**src/rtl/ide_fe_pkg.sv**
```systemverilog
package ide_fe_pkg;

    localparam int WORD_W = 32;

    localparam logic [7:0] IDX_DATA    = 8'h00;
    localparam logic [7:0] IDX_STAT_LO = 8'h08;
    localparam logic [7:0] IDX_STAT_HI = 8'h16;
    localparam logic [7:0] IDX_TIMING  = 8'h20;
    localparam logic [7:0] IDX_IRQ     = 8'h30;

    localparam int DMA_BIT  = 31;
    localparam int DISK_BIT = 30;

    typedef enum logic [1:0] {
        TF_DATA    = 2'd0,
        TF_TASK    = 2'd1,
        TF_STATCMD = 2'd2
    } tf_kind_e;

    typedef enum logic [1:0] {
        ACC_NONE   = 2'd0,
        ACC_TF     = 2'd1,
        ACC_TIMING = 2'd2,
        ACC_IRQ    = 2'd3
    } acc_e;

    typedef struct packed {
        acc_e     acc;
        tf_kind_e kind;
        logic [2:0] tf_idx;
    } dec_t;

    // Zero-extend task-file read data to the width of the access.
    function automatic logic [WORD_W-1:0] fit_read(input logic [2:0] size,
                                                   input logic [WORD_W-1:0] d);
        logic [WORD_W-1:0] r;
        case (size)
            3'd1:    r = {{(WORD_W-8){1'b0}}, d[7:0]};
            3'd2:    r = {{(WORD_W-16){1'b0}}, d[15:0]};
            default: r = d;
        endcase
        return r;
    endfunction

endpackage

```
**src/rtl/ide_fe_decode.sv**
```systemverilog
module ide_fe_decode
    import ide_fe_pkg::*;
#(
    parameter int IDX_W = 8
) (
    input  logic [IDX_W-1:0] idx,
    input  logic [2:0]       size,
    output dec_t             dec
);
    logic [7:0] idx8;
    logic       is_byte, is_word, is_half;

    generate
        if (IDX_W >= 8) begin : g_trunc
            assign idx8 = (idx >> 8 == '0) ? idx[7:0] : 8'hFF;
        end else begin : g_ext
            assign idx8 = {{(8-IDX_W){1'b0}}, idx};
        end
    endgenerate

    assign is_byte = (size == 3'd1);
    assign is_half = (size == 3'd2);
    assign is_word = (size == 3'd4);

    always_comb begin
        dec = '{acc: ACC_NONE, kind: TF_DATA, tf_idx: 3'd0};
        if (idx8 == IDX_DATA && (is_half || is_word)) begin
            dec.acc  = ACC_TF;
            dec.kind = TF_DATA;
        end else if (idx8 >= 8'd1 && idx8 <= 8'd7 && is_byte) begin
            dec.acc    = ACC_TF;
            dec.kind   = TF_TASK;
            dec.tf_idx = idx8[2:0];
        end else if ((idx8 == IDX_STAT_LO || idx8 == IDX_STAT_HI) && is_byte) begin
            dec.acc  = ACC_TF;
            dec.kind = TF_STATCMD;
        end else if (idx8 == IDX_TIMING && is_word) begin
            dec.acc = ACC_TIMING;
        end else if (idx8 == IDX_IRQ && is_word) begin
            dec.acc = ACC_IRQ;
        end
    end
endmodule

```
**src/rtl/ide_fe_irq.sv**
```systemverilog
module ide_fe_irq
    import ide_fe_pkg::*;
#(
    parameter int N_LINES = 2
) (
    input  logic               clk,
    input  logic               rst,
    input  logic [N_LINES-1:0] lines,
    input  logic               clr_top,
    output logic [WORD_W-1:0]  word
);
    logic [N_LINES-1:0] prev_q;
    logic [N_LINES-1:0] bits_q;

    generate
        for (genvar g = 0; g < N_LINES; g++) begin : g_line
            always_ff @(posedge clk) begin
                if (rst) begin
                    prev_q[g] <= 1'b0;
                    bits_q[g] <= 1'b0;
                end else begin
                    prev_q[g] <= lines[g];
                    if (lines[g] != prev_q[g]) begin
                        bits_q[g] <= lines[g];
                    end else if (g == 0 && clr_top) begin
                        bits_q[g] <= 1'b0;
                    end
                end
            end
        end
    endgenerate

    always_comb begin
        word = '0;
        for (int n = 0; n < N_LINES; n++) begin
            word[WORD_W-1-n] = bits_q[n];
        end
    end
endmodule

```
**src/rtl/ide_fe_timing.sv**
```systemverilog
module ide_fe_timing
    import ide_fe_pkg::*;
(
    input  logic              clk,
    input  logic              rst,
    input  logic              wr_en,
    input  logic [WORD_W-1:0] wr_data,
    output logic [WORD_W-1:0] value
);
    always_ff @(posedge clk) begin
        if (rst) begin
            value <= '0;
        end else if (wr_en) begin
            value <= wr_data;
        end
    end
endmodule

```
**src/rtl/ide_reg_frontend.sv**
```systemverilog
module ide_reg_frontend
    import ide_fe_pkg::*;
#(
    parameter int ADDR_W  = 12,
    parameter int IDX_LSB = 4
) (
    input  logic              clk,
    input  logic              rst,
    input  logic              req_valid,
    output logic              req_ready,
    input  logic              req_write,
    input  logic [ADDR_W-1:0] req_addr,
    input  logic [2:0]        req_size,
    input  logic [31:0]       req_wdata,
    output logic              rsp_valid,
    output logic [31:0]       rsp_rdata,
    output logic              tf_req,
    output logic              tf_we,
    output logic [1:0]        tf_kind,
    output logic [2:0]        tf_idx,
    output logic [2:0]        tf_size,
    output logic [31:0]       tf_wdata,
    input  logic [31:0]       tf_rdata,
    input  logic              irq_dma_in,
    input  logic              irq_disk_in,
    output logic              irq_dma_out,
    output logic              irq_disk_out
);
    localparam int IDX_W = ADDR_W - IDX_LSB;

    dec_t              dec;
    logic              accept;
    logic              rd_acc;
    logic              wr_acc;
    logic [WORD_W-1:0] timing_value;
    logic [WORD_W-1:0] irq_word;
    logic [WORD_W-1:0] rd_mux;
    logic              irq_clr;

    assign req_ready = !rst;
    assign accept    = req_valid && req_ready;
    assign rd_acc    = accept && !req_write;
    assign wr_acc    = accept && req_write;

    ide_fe_decode #(.IDX_W(IDX_W)) u_decode (
        .idx  (req_addr[ADDR_W-1:IDX_LSB]),
        .size (req_size),
        .dec  (dec)
    );

    ide_fe_timing u_timing (
        .clk     (clk),
        .rst     (rst),
        .wr_en   (wr_acc && dec.acc == ACC_TIMING),
        .wr_data (req_wdata),
        .value   (timing_value)
    );

    assign irq_clr = wr_acc && dec.acc == ACC_IRQ && req_wdata[DMA_BIT];

    ide_fe_irq #(.N_LINES(2)) u_irq (
        .clk     (clk),
        .rst     (rst),
        .lines   ({irq_disk_in, irq_dma_in}),
        .clr_top (irq_clr),
        .word    (irq_word)
    );

    // Task-file forwarding
    assign tf_req   = accept && dec.acc == ACC_TF;
    assign tf_we    = req_write;
    assign tf_kind  = dec.kind;
    assign tf_idx   = dec.tf_idx;
    assign tf_size  = req_size;
    assign tf_wdata = req_wdata;

    always_comb begin
        case (dec.acc)
            ACC_TF:     rd_mux = fit_read(req_size, tf_rdata);
            ACC_TIMING: rd_mux = timing_value;
            ACC_IRQ:    rd_mux = irq_word;
            default:    rd_mux = '1;
        endcase
    end

    always_ff @(posedge clk) begin
        if (rst) begin
            rsp_valid <= 1'b0;
            rsp_rdata <= '0;
        end else begin
            rsp_valid <= rd_acc;
            if (rd_acc) begin
                rsp_rdata <= rd_mux;
            end
        end
    end

    assign irq_dma_out  = irq_dma_in && !rst;
    assign irq_disk_out = irq_disk_in && !rst;
endmodule

```
**config.mk**
```make
export PLATFORM = sky130hd
export DESIGN_NAME = ide_reg_frontend
export DESIGN_NICKNAME = d
export VERILOG_FILES = /design/src/rtl/ide_fe_pkg.sv /design/src/rtl/ide_fe_decode.sv /design/src/rtl/ide_fe_irq.sv /design/src/rtl/ide_fe_timing.sv /design/src/rtl/ide_reg_frontend.sv
export SDC_FILE = /design/constraint.sdc
export NUM_CORES = 1
export LEC_CHECK = 0
export ABC_AREA = 1
export BUFFER_PORTS_ARGS = -buffer_cell sky130_fd_sc_hd__buf_2
export CORE_ASPECT_RATIO = 0.9
export CORE_UTILIZATION = 45
export CTS_BUF_LIST = sky130_fd_sc_hd__clkbuf_8
export DETAILED_ROUTE_END_ITERATION = 6
export PLACE_DENSITY = 0.79
export RECOVER_POWER = 50
export SYNTH_ARGS = -nofsm -noshare
export SYNTH_HDL_FRONTEND = slang
export SYNTH_SLANG_ARGS = --single-unit
```
**constraint.sdc**
```tcl
create_clock -name clk -period 1.1 [get_ports clk]
set_input_delay 0 -clock clk [delete_from_list [all_inputs] [get_ports clk]]
set_output_delay 0 -clock clk [all_outputs]
set_load 0.02 [all_outputs]
```
== Word level (Yosys, flattened, before mapping) ==
Cells that the tools add are included.

* Muxes and demuxes: 12
* Equality and inequality tests: 12
* Reduce and logical (&&, ||, !) cells: 21
* $lt $le $gt $ge: 2

{| class="wikitable"
|+ Operators with widths
! kind !! number
|-
| case mux 32 bit (3 select lines) || 1
|-
| case mux 32 bit (2 select lines) || 1
|-
| == test 8 x 6 -> 1 bit, second input constant || 2
|-
| logical AND 1 bit || 15
|-
| == test 8 x 4 -> 1 bit, second input constant || 1
|-
| == test 8 x 5 -> 1 bit, second input constant || 1
|-
| >= comparator 8 x 1 -> 1 bit, second input constant || 1
|-
| less-or-equal comparator 8 x 3 -> 1 bit, second input constant || 1
|-
| zero test 8 bit || 1
|-
| 2-to-1 mux 2 bit || 4
|-
| 2-to-1 mux 4 bit || 2
|-
| 2-to-1 mux 3 bit || 2
|-
| == test 2 bit, second input constant || 2
|-
| == test 3 x 1 -> 1 bit, second input constant || 1
|-
| == test 3 x 2 -> 1 bit, second input constant || 1
|-
| == test 3 bit, second input constant || 1
|-
| == test 2 x 1 -> 1 bit, second input constant || 1
|-
| zero test 1 bit || 2
|-
| logical OR 1 bit || 2
|-
| 2-to-1 mux 1 bit || 2
|-
| inequality test 1 bit || 2
|-
| nonzero test 2 bit || 1
|}

* Logic and storage cells: 54
* Bits in registers: 69
* Output and inout bits: 78
* Bits of input ports: 85

== Depth between registers and ports, before layout ==
Gate-level depths: netlist of run 1.

* Depth in word-level cells: 12
* Depth in mapped cells: 12

== Hierarchy ==
From an unflattened synthesis of run 1, not the netlist that was laid out.

* Cell total of the unflattened synthesis: 748
* Area, all modules: 4,596.9 um^2

{| class="wikitable"
|+ By module, submodules not included
! module !! seq. area each (um^2) !! cells an instance !! times used !! area an instance (um^2)
|-
| ide_reg_frontend || 660.6 || 443 || 1 || 2,650.0
|-
| ide_fe_timing || 640.6 || 203 || 1 || 1,338.8
|-
| ide_fe_irq || 80.1 || 51 || 1 || 386.6
|-
| ide_fe_decode || 0.0 || 51 || 1 || 221.5
|}

== Worst setup path before layout of run 1 ==
Ideal clock, no wire load.

* Path kind: input port to flip-flop
* Start: in rst
* End: reg u_timing.value[11]
* Cell stages on the path: 7
* Arrival: 973 ps
* Path slack: 57 ps
* Cell sequence: buf_2 > inv_4 > nand2_2 > nor2_2 > buf_2 > nand3_2 > a21oi_2

* Cells in the longest elaborated chain, start to end: 4

{| class="wikitable"
|+ Ends and longest elaborated chain
! item !! line !! source
|-
| start, declared || ide_reg_frontend.sv:8 || <nowiki>input logic rst,</nowiki>
|-
| zero test 1 bit || ide_reg_frontend.sv:40 || <nowiki>assign req_ready = !rst;</nowiki>
|-
| logical AND 1 bit || ide_reg_frontend.sv:41 || <nowiki>assign accept = req_valid && req_ready;</nowiki>
|-
| logical AND 1 bit || ide_reg_frontend.sv:43 || <nowiki>assign wr_acc = accept && req_write;</nowiki>
|-
| logical AND 1 bit || ide_reg_frontend.sv:54 || <nowiki>.wr_en (wr_acc && dec.acc == ACC_TIMING),</nowiki>
|-
| end signal, assigned || ide_fe_timing.sv:14 || <nowiki>value <= wr_data;</nowiki>
|-
| end, declared || ide_fe_timing.sv:8 || <nowiki>output logic [WORD_W-1:0] value</nowiki>
|}

Parallel ways exist; a longest one is shown, timed or not.
A chain may end at the register's enable or synchronous reset.

== Worst setup path in the final report of run 1 ==
* Start: in req_addr[9]
* End: out tf_req

* Cells in the longest elaborated chain, start to end: 9
* Elaborated cells between the ends (all ways): 21

{| class="wikitable"
|+ Ends and longest elaborated chain
! item !! line !! source
|-
| start, declared || ide_reg_frontend.sv:12 || <nowiki>input logic [ADDR_W-1:0] req_addr,</nowiki>
|-
| == test 8 x 6 -> 1 bit || ide_fe_decode.sv:39 || <nowiki>end else if (idx8 == IDX_IRQ && is_word) begin</nowiki>
|-
| logical AND 1 bit || ide_fe_decode.sv:39 ||
|-
| 2-to-1 mux 2 bit || ide_fe_decode.sv:39 ||
|-
| 2-to-1 mux 2 bit || ide_fe_decode.sv:37 || <nowiki>end else if (idx8 == IDX_TIMING && is_word) begin</nowiki>
|-
| 2-to-1 mux 2 bit || ide_fe_decode.sv:34 || <nowiki>end else if ((idx8 == IDX_STAT_LO || idx8 == IDX_STAT_HI) && is_byte) begin</nowiki>
|-
| 2-to-1 mux 4 bit || ide_fe_decode.sv:30 || <nowiki>end else if (idx8 >= 8'd1 && idx8 <= 8'd7 && is_byte) begin</nowiki>
|-
| 2-to-1 mux 4 bit (*) || ide_fe_decode.sv:27 || <nowiki>if (idx8 == IDX_DATA && (is_half || is_word)) begin</nowiki>
|-
| == test 2 x 1 -> 1 bit (*) || ide_reg_frontend.sv:70 || <nowiki>assign tf_req = accept && dec.acc == ACC_TF;</nowiki>
|-
| logical AND 1 bit (*) || ide_reg_frontend.sv:70 ||
|-
| end, declared || ide_reg_frontend.sv:17 || <nowiki>output logic tf_req,</nowiki>
|}

Mark *: on every way between the ends. The rest lies on a longest branch, timed or not.

==> results of run 1 <==
[state kept, by name, indices dropped and copies added, names as in the netlist]
name and flops:
rsp_rdata 32, u_timing.value 32, u_irq.prev_q 2, u_irq.word 2
rsp_valid 1
[area by class of cell]
type                            count  share of cell area
Timing Repair Buffer              234               0.278
Clock buffer                       12              0.0316
Clock inverter                      4              0.0179
Sequential cell                    69               0.264
Inverter                           48              0.0354
Multi-Input combinational cell    367               0.349
Tap cell                           99              0.0237
[stage by stage]
step           total power [mW]  TNS, ns  cells  setup WS (ns)  instance area (µm²)
3_5_place_dp               3.66   -10.04    772         -0.209                 4550
6_report                   6.35        0    833         0.0536                 5230
4_1_cts                    6.38        0    831        0.00971                 5270
3_3_place_gp               3.63    -6.57    772         -0.145                 4550
2_1_floorplan              3.30        0    549         0.0574                 3780
5_1_grt                    6.56  -0.0260    833        -0.0144                 5230
[repair_timing]
action	4_1_cts	5_1_grt
buffers inserted	0	2
pin swaps	0	6
hold buffers	43	0
resized for setup	3	13
endpoints found under the hold margin	44	0
endpoints found under the setup margin	1	6
[worst paths after layout]
path	startpoint	endpoint	slack (ns)	cells after the start
setup / recovery	req_addr[9]	tf_req	0.05	9
hold reg to reg	u_irq.prev_q[1]	u_irq.word[30]	0.42	1
hold / removal	tf_rdata[10]	rsp_rdata[10]	0.02	5
setup reg to reg	u_irq.prev_q[0]	u_irq.word[31]	0.17	5
[per-layer routing]
metal | vias to the layer above | track usage | wire (µm)
li1 | 2056 | - | -
met1 | 1890 | 0.313 | 4810
met2 | 160 | 0.445 | 5440
met3 | 16 | 0.0524 | 760
met4 | 0 | 0.0868 | 149
met5 | - | 0 | 0
[placed cells by master, fill, tap and decap left out, drive strengths merged, types with 3 or more instances in the layout]
master and n:
o21a 5, nand4 3, clkbuf 83, nand2 182, nor2 40, dfxtp 69
bufinv 3, o21ai 4, dlygate4sd3 43, inv 49, a21oi 40, buf 120
nand3 89
[critical path, delay by kind of cell]
| family | cells | cell delay [ns] |
|---|---|---|
| buffers and inverters | 5 | 0.58 |
| AND/OR/NAND/NOR | 3 | 0.29 |
| AO/OA/AOI/OAI | 1 | 0.16 |
[power by group]
part,total (mW),internal (mW),switching [mW]
combinational,1.05,0.410,0.638
clock,2.65,1.69,0.962
sequential,2.66,2.60,0.0553
total,6.35,4.70,1.66
[cells by family after synthesis]
kind of cell             count (synthesis)  share of synthesized area
AND/OR/NAND/NOR                        315                      0.383
buffers and inverters                  113                      0.167
adder cells (fa/ha/maj)                  1                    0.00331
flip-flops                              69                      0.365
AO/OA/AOI/OAI                           51                     0.0817
==> results.rst, run 1 <==
.. list-table::
   :header-rows: 1

   * - Metric
     - Value
   * - Result of the run
     - finished clean
   * - First-pass GRT wire length
     - 17600 µm
   * - Crit path DAT
     - 1.05 ns
   * - Post-synthesis sequential area ratio
     - 0.365
   * - Cell types with the highest counts after synthesis
     - 172 x sky130_fd_sc_hd__nand2_1, 78 x sky130_fd_sc_hd__nand3_1, 69 x sky130_fd_sc_hd__dfxtp_1, 40 x sky130_fd_sc_hd__inv_1, 37 x sky130_fd_sc_hd__buf_4
   * - Via count of the first global-routing pass
     - 3765
   * - Largest stage delay on the critical path
     - 0.16 ns
   * - Die Outline Area
     - 8780 µm²
   * - Gpl congestion
     - 0.848
   * - Number of DRC violations after detailed-routing iteration 0
     - 225
   * - Netlist Area Pre-Place
     - 3780 µm²
   * - Number of library cell types mapped by synthesis
     - 28
   * - Register bit total from synthesis
     - 69
   * - Number of nets still failing antenna checks after routing
     - 0
   * - Leading cell types by total area after synthesis
     - sky130_fd_sc_hd__dfxtp_1 36%, sky130_fd_sc_hd__nand2_1 17%, sky130_fd_sc_hd__nand3_1 10%
   * - Maximum capacitance violations
     - 0
   * - Root buffer cell
     - sky130_fd_sc_hd__clkbuf_8
   * - Worst-margin pin slew
     - 0.432 ns
   * - Total clock buffers created by CTS
     - 9
   * - Post-Syn Nets
     - 635
   * - Clock input transition at the sequential cells of the worst setup and hold paths
     - 0.07 ns
   * - Post-DP HPWL
     - 7700 µm
   * - Height of the chip
     - 89.0 µm
   * - Number of warnings reported in the yosys synthesis log
     - 0
   * - Count of clock tree sinks
     - 69
   * - Area of the core
     - 8110 µm²
   * - Starting density of the core
     - 0.467
   * - Path type of the worst min-delay path
     - in -> reg
   * - Chip width
     - 98.7 µm
   * - Post-layout minimum cycle time
     - 1.05 ns
   * - Cell-by-cell trace of the critical path
     - buf_2 -> nor2_2 -> nand2_2 -> inv_2 -> buf_4 -> nand4_4 -> buf_6 -> a31oi_4 -> buf_6
   * - Area added between synthesis and finish
     - 38.1%
   * - Antenna violations before repair
     - 0
   * - Relative slew margins
     - 0.712
   * - Synthesized instance count
     - 549
   * - Power Density
     - 1210 nW/µm²
   * - Fraction of synthesized cell area taken by the top area cell type
     - 0.365
   * - Unrepaired setup endpoints after global routing
     - true
   * - Fin crit share
     - 0.951
   * - Filler cells
     - 742
   * - Drt wl/cell
     - 13.4 µm
   * - Cell with the most instances after synthesis
     - sky130_fd_sc_hd__nand2_1
   * - Via-per-instance ratio
     - 4.95
   * - Cell at the slowest stage of the critical path
     - sky130_fd_sc_hd__a31oi_4
   * - Static Leakage
     - 2.38 nW
   * - TritonCTS clock tree
     - built
   * - Worst hold margin
     - 0.0158 ns
   * - Critical path launch point type
     - input port
   * - Most used DFF post-synth
     - sky130_fd_sc_hd__dfxtp_1
   * - IO Count
     - 163
   * - DRC
     - 0
   * - Hold violation count in the final report
     - 0
   * - Number of inserted diodes
     - 0
   * - Fraction of layout cells with a size suffix above 1
     - 0.263
   * - Number of rows created at floorplan
     - 31
   * - Detailed-routing iteration count for the pre-antenna-repair pass
     - 5
   * - Number of setup violations in the final report
     - 0
   * - Share of synthesized registers carrying an async set or reset
     - 0
   * - Peak Freq
     - 956 MHz
   * - Global-route usage over all layers
     - 0.253
   * - Number of H-tree branching levels
     - 3
   * - Core occupancy in the finished layout
     - 0.645
   * - Total grt overflow
     - 0
   * - Mapped Avg Cell Area
     - 6.89 µm²
   * - Pins over their slew limit
     - 0
   * - Number of synthesized flops with an enable pin
     - 0
   * - Source-to-sink clock delay at the later pin of the worst-skew pair
     - 0.34 ns
   * - Category of the critical setup timing path
     - in -> out
   * - Buffers on Ports
     - 158
   * - Sum of routed wire length over all layers
     - 11200 µm
   * - Vias
     - 4122
   * - Crit-path most repeated cell
     - sky130_fd_sc_hd__buf_6
   * - Maximum number of pins on one net before global-route repair
     - 38
   * - Sort of element at the end of the critical path
     - output port
   * - Count of nets after finishing
     - 815
   * - Post-Route Skew
     - 0.00573 ns
   * - Required time of the worst setup path
     - 1.10 ns
   * - Peak supply drop
     - 0.999 mV
   * - Total area of multi-input combinational cells
     - 1820 µm²
   * - Clock Path Buffers
     - 2
   * - Cell type contributing the most total cell area after synthesis
     - sky130_fd_sc_hd__dfxtp_1
   * - Critical-path maximum fanout
     - 4
   * - Footprint of the flip-flops and latches
     - 1380 µm²
(Power assumes the default switching activity.)
==> run 2, diff against run 1 <==
--- a/config.mk
+++ b/config.mk
@@ -5,13 +5,12 @@
 export SDC_FILE = /design/constraint.sdc
 export NUM_CORES = 1
 export LEC_CHECK = 0
-export ABC_AREA = 1
 export BUFFER_PORTS_ARGS = -buffer_cell sky130_fd_sc_hd__buf_2
 export CORE_ASPECT_RATIO = 0.9
-export CORE_UTILIZATION = 45
+export CORE_UTILIZATION = 43
 export CTS_BUF_LIST = sky130_fd_sc_hd__clkbuf_8
 export DETAILED_ROUTE_END_ITERATION = 6
-export PLACE_DENSITY = 0.79
+export PLACE_DENSITY_LB_ADDON = 0.15
 export RECOVER_POWER = 50
 export SYNTH_ARGS = -nofsm -noshare
 export SYNTH_HDL_FRONTEND = slang
==> results.rst, run 2 <==
.. list-table::
   :header-rows: 1

   * - Metric
     - Value
   * - Footprint of the flip-flops and latches
     - 1380 µm² (about the same)
   * - Gpl congestion
     - 0.854 (+0.70%)
   * - Cell types with the highest counts after synthesis
     - 69 x sky130_fd_sc_hd__dfxtp_1, 56 x sky130_fd_sc_hd__nand2_1, 51 x sky130_fd_sc_hd__a21oi_1, 36 x sky130_fd_sc_hd__buf_4, 32 x sky130_fd_sc_hd__nand3_1
   * - Power Density
     - 955 nW/µm² (-21%)
   * - Number of DRC violations after detailed-routing iteration 0
     - 355 (+58%)
   * - Required time of the worst setup path
     - 1.10 ns (about the same)
   * - Number of H-tree branching levels
     - 3 (unchanged)
   * - Sum of routed wire length over all layers
     - 17100 µm (+53%)
   * - Result of the run
     - finished, violations left
   * - Clock input transition at the sequential cells of the worst setup and hold paths
     - 0.07 ns (about the same)
   * - Drt wl/cell
     - 23.1 µm (+72%)
   * - Most common cell after layout, fill and taps aside
     - sky130_fd_sc_hd__buf_2
   * - Maximum number of pins on one net before global-route repair
     - 34 (-11%)
   * - Die Outline Area
     - 8320 µm² (-5.2%)
   * - Number of inserted diodes
     - 0 (unchanged)
   * - Fraction of power consumed by sequential logic
     - 0.420 (+0.002)
   * - Number of warnings reported in the yosys synthesis log
     - 0 (unchanged)
   * - Number of nets still failing antenna checks after routing
     - 0 (unchanged)
   * - DRC
     - 0 (unchanged)
   * - Hold worst-path end
     - rsp_rdata[31]
   * - Origin of the worst setup path
     - req_addr[10]
   * - Hold path startpoint
     - tf_rdata[31]
   * - Category of cells accounting for the largest share of critical-path delay
     - simple AND/OR/NAND/NOR gates
   * - Mapped Avg Cell Area
     - 8.69 µm² (+26%)
   * - Cell-by-cell trace of the critical path
     - buf_8 -> or4_4 -> nor4_4 -> buf_4 -> buf_6 -> and2_4 -> buf_6
   * - Cell at the slowest stage of the critical path
     - sky130_fd_sc_hd__or4_4
   * - Root buffer cell
     - sky130_fd_sc_hd__clkbuf_8
   * - TritonCTS clock tree
     - built
   * - Via-per-instance ratio
     - 6.14 (+24%)
   * - Synthesized instance count
     - 394 (-28%)
   * - Core occupancy in the finished layout
     - 0.869 (+0.224)
   * - Hold violation count in the final report
     - 0 (unchanged)
   * - Switching share of power
     - 0.295 (+0.0343)
   * - Worst path buffer plus inverter count
     - 4 (-1)
   * - Peak Freq
     - 653 MHz (-32%)
   * - Critical-path maximum fanout
     - 4 (unchanged)
   * - Fin crit share
     - 1.39 (+0.442)
   * - Via count of the first global-routing pass
     - 4052 (+7.6%)
   * - R2R Path Start
     - u_timing.value[5]
   * - Area of the core
     - 7620 µm² (-6.0%)
   * - Post-Syn Nets
     - 480 (-24%)
   * - Source-to-sink clock delay at the later pin of the worst-skew pair
     - 0.36 ns (+0.02 ns)
   * - Clock Path Buffers
     - 2 (unchanged)
   * - Number of setup violations in the final report
     - 71 (+71)
   * - Register bit total from synthesis
     - 69 (unchanged)
   * - Total area of multi-input combinational cells
     - 2350 µm² (+29%)
   * - Number of rows created at floorplan
     - 30 (-3.2%)
   * - Sort of element at the end of the critical path
     - output port
   * - Min-Delay Path Depth
     - 3 (-2)
   * - Relative slew margins
     - 0.557 (-0.155)
   * - Power dissipated by switching net loads
     - 1.87 mW (+13%)
   * - Share of synthesized registers carrying an async set or reset
     - 0 (unchanged)
   * - Critical path launch point type
     - input port
   * - Crit path DAT
     - 1.53 ns (+0.48 ns)
   * - Count of nets after finishing
     - 726 (-11%)
   * - Worst Reg2Reg Path Length in Cells
     - 4 (-1)
   * - Static Leakage
     - 2.64 nW (+11%)
   * - Pins over their slew limit
     - 0 (unchanged)
   * - Cell internal pwr
     - 4.46 mW (-5.1%)
   * - Worst-margin pin slew
     - 0.664 ns (+0.231 ns)
   * - Post-DP HPWL
     - 6640 µm (-14%)
   * - First-pass GRT wire length
     - 20600 µm (+18%)
   * - Clock network power share
     - 0.373 (-0.044)
   * - Cell with the most instances after synthesis
     - sky130_fd_sc_hd__dfxtp_1
   * - Antenna violations before repair
     - 0 (unchanged)
   * - Total grt overflow
     - 0 (unchanged)
   * - Netlist Area Pre-Place
     - 3420 µm² (-9.6%)
   * - Starting density of the core
     - 0.449 (-0.0176)
   * - Number of synthesized flops with an enable pin
     - 0 (unchanged)
   * - Reg-to-reg critical path endpoint
     - rsp_rdata[5]
   * - Detailed-routing iteration count for the pre-antenna-repair pass
     - 5 (unchanged)
   * - Unrepaired setup endpoints after global routing
     - true
   * - Post-Route Skew
     - 0.0101 ns (+0.00440 ns)
   * - Category of the critical setup timing path
     - in -> out
   * - Path type of the worst min-delay path
     - in -> reg
   * - Total clock buffers created by CTS
     - 9 (unchanged)
   * - Filler cells
     - 372 (-50%)
   * - Most frequent cells in the layout
     - 109 x sky130_fd_sc_hd__buf_2, 68 x sky130_fd_sc_hd__dfxtp_1, 65 x sky130_fd_sc_hd__dlygate4sd3_1, 40 x sky130_fd_sc_hd__buf_4, 37 x sky130_fd_sc_hd__clkbuf_1
   * - Largest stage delay on the critical path
     - 0.60 ns (+0.44 ns)
   * - Vias
     - 4553 (+10%)
   * - Buffers on Ports
     - 158 (unchanged)
   * - Min setup slack post-route
     - -0.432 ns (-0.486 ns)
   * - Post-synthesis sequential area ratio
     - 0.404 (+0.0386)
   * - Most used DFF post-synth
     - sky130_fd_sc_hd__dfxtp_1
   * - Area added between synthesis and finish
     - 93.4%
   * - Setup slack on the worst flop-to-flop path
     - -0.25 ns (-0.42 ns)
   * - Fraction of layout cells with a size suffix above 1
     - 0.588 (+0.325)
   * - IO Count
     - 163 (unchanged)
   * - Crit-path most repeated cell
     - sky130_fd_sc_hd__buf_6
   * - Cell type contributing the most total cell area after synthesis
     - sky130_fd_sc_hd__dfxtp_1
   * - Overall Power
     - 6.32 mW (-0.44%)
   * - Maximum capacitance violations
     - 0 (unchanged)
   * - Count of clock tree sinks
     - 69 (unchanged)
   * - Violations in the final reports
     - negative setup slack
   * - Number of library cell types mapped by synthesis
     - 45 (+61%)
   * - Global-route usage over all layers
     - 0.334 (+0.0806)
   * - Post-layout minimum cycle time
     - 1.53 ns (+0.486 ns)
   * - Peak supply drop
     - 1.13 mV (+13%)
   * - Leading cell types by total area after synthesis
     - sky130_fd_sc_hd__dfxtp_1 40%, sky130_fd_sc_hd__buf_4 7.9%, sky130_fd_sc_hd__a21oi_1 7.5%
   * - Height of the chip
     - 86.6 µm (-2.7%)
   * - Largest registers
     - rsp_rdata (32), u_timing.value (32)
   * - Fraction of synthesized cell area taken by the top area cell type
     - 0.404 (+0.0386)
   * - Proportion of power drawn by combinational gates
     - 0.206 (+0.041)
   * - Chip width
     - 96.1 µm (-2.7%)
-- run 2: cell count changes after synthesis, sizes merged, moves of 6 or more --
| cell | delta |
|---|---|
| a21oi | +11 |
| a22oi | +24 |
| a31oi | +17 |
| clkbuf | +11 |
| inv | -42 |
| nand2 | -126 |
| nand3 | -57 |
| nor2 | -39 |
| nor4 | +6 |
| o211ai | +14 |
| o31ai | +8 |
-- run 2: per-layer routing --
layer	wire [µm]	up-vias	part of all wire	global-route usage
met5	0	-	0	0
met3	1660	117	0.097	0.0789
met1	6080	2153	0.36	0.390
met4	1150	0	0.067	0.167
met2	8210	382	0.48	0.567
li1	-	1901	-	-
-- run 2: area by class of cell --
cell class	count	share of cell area
Sequential cell	69	0.209
Inverter	6	0.00340
Timing Repair Buffer	306	0.381
Tap cell	96	0.0181
Clock buffer	9	0.0187
Clock inverter	7	0.0147
Multi-Input combinational cell	248	0.355
-- run 2: metrics by stage --
stage          setup TNS, ns  cell area [µm²]  setup WS [ns]  instances  hold WS, ns
4_1_cts               -18.50             6160         -0.346        736      0.00408
6_report              -21.58             6620         -0.432        741       0.0524
2_1_floorplan         -37.17             3450         -0.591        394        0.113
5_1_grt               -22.76             6620         -0.456        741       0.0409
3_5_place_dp          -40.40             4210         -0.645        616        0.232
3_3_place_gp          -39.78             4210         -0.607        616        0.233
-- run 2: how the worst max path moves through the flow --
stage,slack (ns),endpoint,cells past startpoint
finish,-0.43,tf_idx[1],7
global route,-0.46,tf_idx[1],7
CTS,-0.35,tf_idx[0],7
detailed placement,-0.64,u_timing.value[28],6
global placement,-0.61,u_timing.value[4],6
floorplan,-0.59,rsp_rdata[20],8
-- run 2: power groups by stage --
stage	clock network (mW)	registers (mW)	logic, mW
after floorplan	0	2.82	0.446
after global placement	0	2.71	0.891
after global routing	2.50	2.67	1.37
after detailed placement	0	2.71	0.898
after CTS	2.35	2.65	1.17
final	2.36	2.66	1.31
-- run 2: logic make-up after synthesis --
family	share of synthesized area
simple gates	0.192
compound gates	0.246
buf+inv	0.142
flops	0.404
mux	0.00950
xor+xnor	0.00256
fa+ha+maj	0.00365
-- run 2: repair_timing --
| item | CTS | global route |
|---|---|---|
| gates resized for setup | 139 | 111 |
| buffers inserted | 27 | 8 |
| hold buffers | 65 | 0 |
| endpoints found under the hold margin | 66 | 0 |
| pin swaps | 85 | 61 |
| endpoints found under the setup margin | 71 | 71 |
| cloned | 12 | 4 |
-- run 2: worst min-delay path, stage by stage --
cell and delay, ns:
sky130_fd_sc_hd__buf_2 0.08, sky130_fd_sc_hd__a22oi_1 0.10, sky130_fd_sc_hd__a31oi_4 0.18
